[src/rtl/eid_pkg.sv]
package eid_pkg;
  typedef enum logic {
    MODE_EDGE       = 1'b0,
    MODE_EDGE_LEVEL = 1'b1
  } det_mode_e;

  typedef struct packed {
    logic en;
    logic dn;
  } pull_ctl_t;
endpackage

[src/rtl/eid_sync.sv]
module eid_sync #(
  parameter int unsigned STAGES  = 2,
  parameter logic        RST_VAL = 1'b0
) (
  input  logic clk_i,
  input  logic rst_ni,
  input  logic d_i,
  output logic q_o
);
  logic [STAGES:0] chain;
  assign chain[0] = d_i;

  for (genvar g = 0; g < STAGES; g++) begin : g_stage
    always_ff @(posedge clk_i or negedge rst_ni) begin
      if (!rst_ni) chain[g+1] <= RST_VAL;
      else         chain[g+1] <= chain[g];
    end
  end

  assign q_o = chain[STAGES];
endmodule

[src/rtl/eid_detect.sv]
module eid_detect (
  input  logic clk_i,
  input  logic rst_ni,
  input  logic level_i,
  input  logic pol_high_i,
  output logic active_o,
  output logic edge_o
);
  logic prev_q;

  assign active_o = pol_high_i ? level_i : ~level_i;

  // prev resets as active so no edge is seen straight out of reset
  always_ff @(posedge clk_i or negedge rst_ni) begin
    if (!rst_ni) prev_q <= 1'b1;
    else         prev_q <= active_o;
  end

  assign edge_o = active_o & ~prev_q;
endmodule

[src/rtl/eid_flag.sv]
module eid_flag
  import eid_pkg::*;
(
  input  logic      clk_i,
  input  logic      rst_ni,
  input  logic      enable_i,
  input  det_mode_e mode_i,
  input  logic      active_i,
  input  logic      edge_i,
  input  logic      ack_i,
  output logic      flag_o
);
  logic flag_q, flag_d, lvl_hold;

  assign lvl_hold = (mode_i == MODE_EDGE_LEVEL) & active_i;

  // set wins over acknowledge
  always_comb begin
    flag_d = 1'b0;
    if (enable_i) flag_d = edge_i | lvl_hold | (flag_q & ~ack_i);
  end

  always_ff @(posedge clk_i or negedge rst_ni) begin
    if (!rst_ni) flag_q <= 1'b0;
    else         flag_q <= flag_d;
  end

  assign flag_o = flag_q;
endmodule

[src/rtl/eid_pull.sv]
module eid_pull
  import eid_pkg::*;
(
  input  logic      enable_i,
  input  logic      pull_off_i,
  input  logic      pol_high_i,
  output pull_ctl_t ctl_o
);
  always_comb begin
    ctl_o.en = enable_i & ~pull_off_i;
    ctl_o.dn = ctl_o.en & pol_high_i;
  end
endmodule

[src/rtl/ext_irq_detect.sv]
module ext_irq_detect
  import eid_pkg::*;
#(
  parameter int unsigned SYNC_STAGES = 2
) (
  input  logic clk_i,
  input  logic rst_ni,
  input  logic pin_i,
  input  logic enable_i,
  input  logic pol_high_i,
  input  logic level_mode_i,
  input  logic pull_off_i,
  input  logic ack_i,
  input  logic irq_en_i,
  output logic flag_o,
  output logic irq_o,
  output logic pin_level_o,
  output logic pull_en_o,
  output logic pull_dn_o
);
  logic      pin_sync, pin_active, pin_edge, flag;
  pull_ctl_t pull_ctl;
  det_mode_e mode;

  assign mode = det_mode_e'(level_mode_i);

  eid_sync #(.STAGES(SYNC_STAGES), .RST_VAL(1'b0)) u_sync (
    .clk_i (clk_i),
    .rst_ni(rst_ni),
    .d_i   (pin_i),
    .q_o   (pin_sync)
  );

  eid_detect u_detect (
    .clk_i     (clk_i),
    .rst_ni    (rst_ni),
    .level_i   (pin_sync),
    .pol_high_i(pol_high_i),
    .active_o  (pin_active),
    .edge_o    (pin_edge)
  );

  eid_flag u_flag (
    .clk_i   (clk_i),
    .rst_ni  (rst_ni),
    .enable_i(enable_i),
    .mode_i  (mode),
    .active_i(pin_active),
    .edge_i  (pin_edge),
    .ack_i   (ack_i),
    .flag_o  (flag)
  );

  eid_pull u_pull (
    .enable_i  (enable_i),
    .pull_off_i(pull_off_i),
    .pol_high_i(pol_high_i),
    .ctl_o     (pull_ctl)
  );

  assign flag_o      = flag;
  assign irq_o       = flag & irq_en_i;
  assign pin_level_o = pin_sync;
  assign pull_en_o   = pull_ctl.en;
  assign pull_dn_o   = pull_ctl.dn;
endmodule

[config.mk]
export PLATFORM = sky130hd
export DESIGN_NAME = ext_irq_detect
export DESIGN_NICKNAME = d
export VERILOG_FILES = /design/src/rtl/eid_pkg.sv /design/src/rtl/eid_sync.sv /design/src/rtl/eid_detect.sv /design/src/rtl/eid_flag.sv /design/src/rtl/eid_pull.sv /design/src/rtl/ext_irq_detect.sv
export SDC_FILE = /design/constraint.sdc
export NUM_CORES = 1
export LEC_CHECK = 0
export BUFFER_PORTS_ARGS = -buffer_cell sky130_fd_sc_hd__buf_2
export CAP_MARGIN = 25
export CORE_AREA = 3 3 40 42
export CTS_BUF_LIST = sky130_fd_sc_hd__clkbuf_2 sky130_fd_sc_hd__clkbuf_4 sky130_fd_sc_hd__clkbuf_8
export CTS_CLUSTER_SIZE = 8
export DETAILED_ROUTE_END_ITERATION = 7
export DIE_AREA = 0 0 43 45
export PLACE_DENSITY = 0.34
export SLEW_MARGIN = 0
export SYNTH_ARGS = -nofsm -noshare
export SYNTH_HDL_FRONTEND = slang
export SYNTH_SLANG_ARGS = --single-unit
[constraint.sdc]
create_clock -name clk_i -period 1.15 [get_ports clk_i]
set_clock_uncertainty 0.1 [all_clocks]
set_input_delay 0.0575 -clock clk_i [delete_from_list [all_inputs] [get_ports clk_i]]
set_output_delay 0.0575 -clock clk_i [all_outputs]
set_load 0.005 [all_outputs]
After elaboration in Yosys (flattened, before gate mapping)
Index checks and enable logic that the tools add are counted.

word-level totals
  input bits = 9
  logic and storage cells = 18
  bits in registers = 4
  output and inout port bits = 5

operators by class
  bitwise operators = 12
  multiplexer cells = 2

operators with widths
  operator     count
  $and 1x1->1  6
  $not 1->1    4
  $mux 1       2
  $or 1x1->1   2

Longest topological paths before layout
  depth in word-level cells = 6
  mapped depth = 2
  mapped depth without buffers = 2

Hierarchy
A second synthesis with hierarchy kept.

unflattened totals
  cell total of the unflattened synthesis = 12
  area, all modules = 161.4 µm²

by module, submodules not included
  module          cells an instance  sequential area each (µm²)  times used  area an instance (µm²)
  eid_sync        2                  50.0                        1           50.0
  eid_flag        4                  25.0                        1           46.3
  eid_detect      3                  26.3                        1           43.8
  eid_pull        2                  0.0                         1           15.0
  ext_irq_detect  1                  0.0                         1           6.3

Least setup slack after synthesis
Ideal clock, no wire load.

  path kind = register -> register
  start point = register u_detect.prev_q
  end point = register u_flag.flag_q, in the netlist u_flag.flag_o
  data arrival time = 734 ps
  path slack = 196 ps
  setup time = 120 ps
  data required time = 930 ps
  buffers on the path = 0
  stages on the path, launching flop included = 3
  clock period less this slack = 954 ps
  path through = dfstp_2 nand2b_1 a31o_1

on the way
  word-level cells in the longest chain between the ends = 5

ends and longest elaborated chain
  item                     line              RTL
  from (decl)              eid_detect.sv:9   logic prev_q;
  from (signal assigned)   eid_detect.sv:16  else prev_q <= active_o;
  $not 1->1                eid_detect.sv:19  assign edge_o = active_o & ~prev_q;
  $and 1x1->1              eid_detect.sv:19
  $or 1x1->1 (2 in a row)  eid_flag.sv:20    if (enable_i) flag_d = edge_i | lvl_hold | (flag_q & ~ack_i);
  $mux 1                   eid_flag.sv:20
  via u_flag.flag_d        eid_flag.sv:13    logic flag_q, flag_d, lvl_hold;
  to (signal assigned)     eid_flag.sv:25    else flag_q <= flag_d;
  to (decl)                eid_flag.sv:13

The timed path passes the listed nets, and every way through them passes these cells.

Worst setup path in the final report
  start point = input port pol_high_i
  end point = register u_flag.flag_q, in the netlist u_flag.flag_o

on the way
  word-level cells in the longest chain between the ends = 5
  elaborated cells on any way between the ends = 6
  classes of those cells = 2 x mux; 4 x bitwise

ends and longest elaborated chain
  item                            line                              RTL
  from (decl)                     ext_irq_detect.sv:10              input logic pol_high_i,
  $mux 1 (*)                      eid_detect.sv:11                  assign active_o = pol_high_i ? level_i : ~level_i;
  via pin_active                  ext_irq_detect.sv:21              logic pin_sync, pin_active, pin_edge, flag;
  $and 1x1->1 (on tied branches)  eid_detect.sv:19, eid_flag.sv:15
  $or 1x1->1 (*) (2 in a row)     eid_flag.sv:20
  $mux 1 (*)                      eid_flag.sv:20
  via u_flag.flag_d               eid_flag.sv:13

The timed path passes the listed nets; every way through them passes the cells marked *.

==> run_results.csv <==
group,metric,value,unit
synth,synth_fp_nets,20,
pwr,power.density,1390,mW/mm^2
sta,fin_crit_sh,91.0,%
route,num_vias,164,
sta,rsz0062_at_grt,"no",
cts,clkTransAtPathRegs,0.04,ns
synth,synthFlopType,"dfrtp_1",
route,via_per_inst,3.49,
synth,synth_edf_count,0,
floorplanning,row_count,13,
synth,ys_types,9,
sta,final-setup-viol-count,0,
synth,seq_area_frac_synth,65.3,%
critical_path,rr_startpoint,"u_detect.prev_q",
sta,fmax,955,MHz
sta,tightest_slew,0.182,ns
critical_path,worstPathRequired,1.17,ns
placed_design,dp_slack,0.171,ns
route,drc_errors,0,
cts,clock_latency,0.24,ns
critical_path,cp_max_fo,2,
global_routing,grt_overflow,0,
global_routing,track_usage,5.60,%
sta,fin_setup_tns,0,ns
critical_path,crit_chain,"buf_2, dlygate4sd3_1, xnor2_1, a31o_1",
synth,yosys.area.top_type,"dfrtp_1",
synth,synth-seq-cells,4,
cts,cts_htree_levels,1,
critical_path,crit_type,"input port to register",
synth,yosysWarnings,0,
cts,ctsResizeCount,0,
synth,synth_most_common_cell,"dfrtp_1",
placed_design,numPortBuffers,13,
critical_path,setup.worst_path.end_class,"register",
global_routing,grt_max_degree,5,
pwr,power.leakage,0.163,nW
final_layout,diodes,0,
synth,synthArstFlopShare,100,%
global_routing,grt_pass1_wl,724,microns
run,drv_cap,0,
critical_path,cp.arrival,1.07,ns
floorplanning,start_util,12.1,%
route,wl,386,microns
synth,syn_area,155,sq um
route,wl_per_cell,8.21,microns
cts,cts_tree,"built",
worst_hold_path,hold_class,"input port to async pin",
cts,cts_root_buf,"clkbuf_4",
final_layout,drive_gt1_share,59.4,%
pwr,vdd_drop_max,0.000830,V
critical_path,crit_buf_inv,2,
floorplanning,die-area,0.00194,sq mm
critical_path,ff2ff_path_depth,2,
final_layout,utilization,24.1,%
floorplanning,coreArea,0.00128,sq mm
cts,clkSinkCount,4,
critical_path,cp_top_family,"buffers and inverters",
sta,slew_headroom,87.8,%
final_layout,areaGrowthSynthToFinish,99.2,%
global_routing,antenna_found_initial,0,
critical_path,r2r_slack,0.17,ns
run_status,status,"finished, final reports clean",
critical_path,critical_path.slowest_cell,"dlygate4sd3_1",
critical_path,r2r-end,"u_flag.flag_o",
synth,postSynthCellCount,11,
floorplanning,pin_count,14,
synth,synth_area_leaders,"dfrtp_1 (48%), dfstp_2 (17%), a31o_1 (5.6%)",
sta,setup_ws,0.103,ns
route,ant_nets,0,
sta,hold_viol_final,0,
final_layout,nets,42,
cts,numCtsBuffers,3,
floorplanning,die-width,43,microns
route,dr.pass1.iters,1,
global_routing,grt_pass1_vias,175,
critical_path,cpPeakStageDelay,0.56,ns
synth,synth_top_area_share,48.4,%
placed_design,place_congestion,0.589,
sta,drv_slew,0,
cts,max-clock-path-buffers,2,
floorplanning,die_h,45,microns
route,drt_iter0_markers,0,
sta,finalCriticalPeriod,1.05,ns
critical_path,start_kind,"input port",
synth,syn_area_per_cell,14.1,sq um
## flip-flops by register name, summed over array words and instances (netlist names)
register	cells
u_detect.prev_q	1
u_flag.flag_o	1
u_sync.chain	1
u_sync.q_o	1
## worst reg2reg max path: stages (launching register included)
cell and delay [ns]:
dfstp_2 0.51, nand2b_1 0.05, a31o_1 0.21
## placed cells by master, fill, tap and decap left out, drive strengths merged
| cell type | instances |
|---|---|
| xnor2 | 1 |
| clkbuf | 4 |
| a31o | 1 |
| dlygate4sd3 | 4 |
| and2b | 1 |
| and3b | 1 |
| dfstp | 1 |
| buf | 13 |
| dfrtp | 3 |
| nand2b | 1 |
| and2 | 2 |
## layout make-up
class,instances,area (sq um)
repair buffers,17,105
clock buffers,4,30.0
well taps,15,18.8
fillers,137,976
flip-flops and latches,4,101
multi-input cells,7,53.8
## repair_timing
item                                    in CTS  in global routing
endpoints found under the setup margin       0                  0
hold buffers                                 4                  0
setup buffers                                0                  0
endpoints found under the hold margin        7                  0
## per-stage QoR
step / hold slack, ns / instances / area (sq um) / total power, mW
final: 0.0422 / 47 / 309 / 0.429
after global routing: 0.0430 / 47 / 309 / 0.467
after CTS: 0.0449 / 47 / 309 / 0.438
after detailed placement: -0.235 / 39 / 239 / 0.205
after global placement: -0.236 / 39 / 239 / 0.204
after floorplan: -0.338 / 11 / 155 / 0.176
## worst max path at each step
stage | start | end | slack (ns) | cells past startpoint
CTS | pol_high_i | u_flag.flag_o | 0.10 | 4
finish | pol_high_i | u_flag.flag_o | 0.10 | 4
global placement | u_detect.prev_q | u_flag.flag_o | 0.19 | 2
detailed placement | u_detect.prev_q | u_flag.flag_o | 0.17 | 2
floorplan | u_detect.prev_q | u_flag.flag_o | 0.20 | 2
global route | u_flag.flag_o | irq_o | 0.07 | 2
## per-layer routing
layer / GRT usage (%) / vias up / share of wire (%) / routed length, microns
met5: 0 / - / 0 / 0
met4: 0 / 0 / 0 / 0
met3: 7.97 / 0 / 19 / 72
met2: 7.49 / 12 / 42 / 162
met1: 5.37 / 74 / 39 / 151
li1: - / 78 / - / -
## report_power, final
| part | leakage (nW) | internal [mW] | switching (mW) | total (mW) |
|---|---|---|---|---|
| clock | 0.0184 | 0.154 | 0.0616 | 0.216 |
| sequential | 0.0468 | 0.155 | 0.00471 | 0.159 |
| combinational | 0.0981 | 0.0352 | 0.0182 | 0.0534 |
## logic make-up (layout without fill, tap and decap cells)
group / count (synthesis) / after routing / share of synthesized area, %
simple gates: 5 / 5 / 23.4
buf+inv: 0 / 21 / 0
flops: 4 / 4 / 65.3
xor+xnor: 1 / 1 / 5.65
compound gates: 1 / 1 / 5.65
Power figures use the tool's default switching activity.
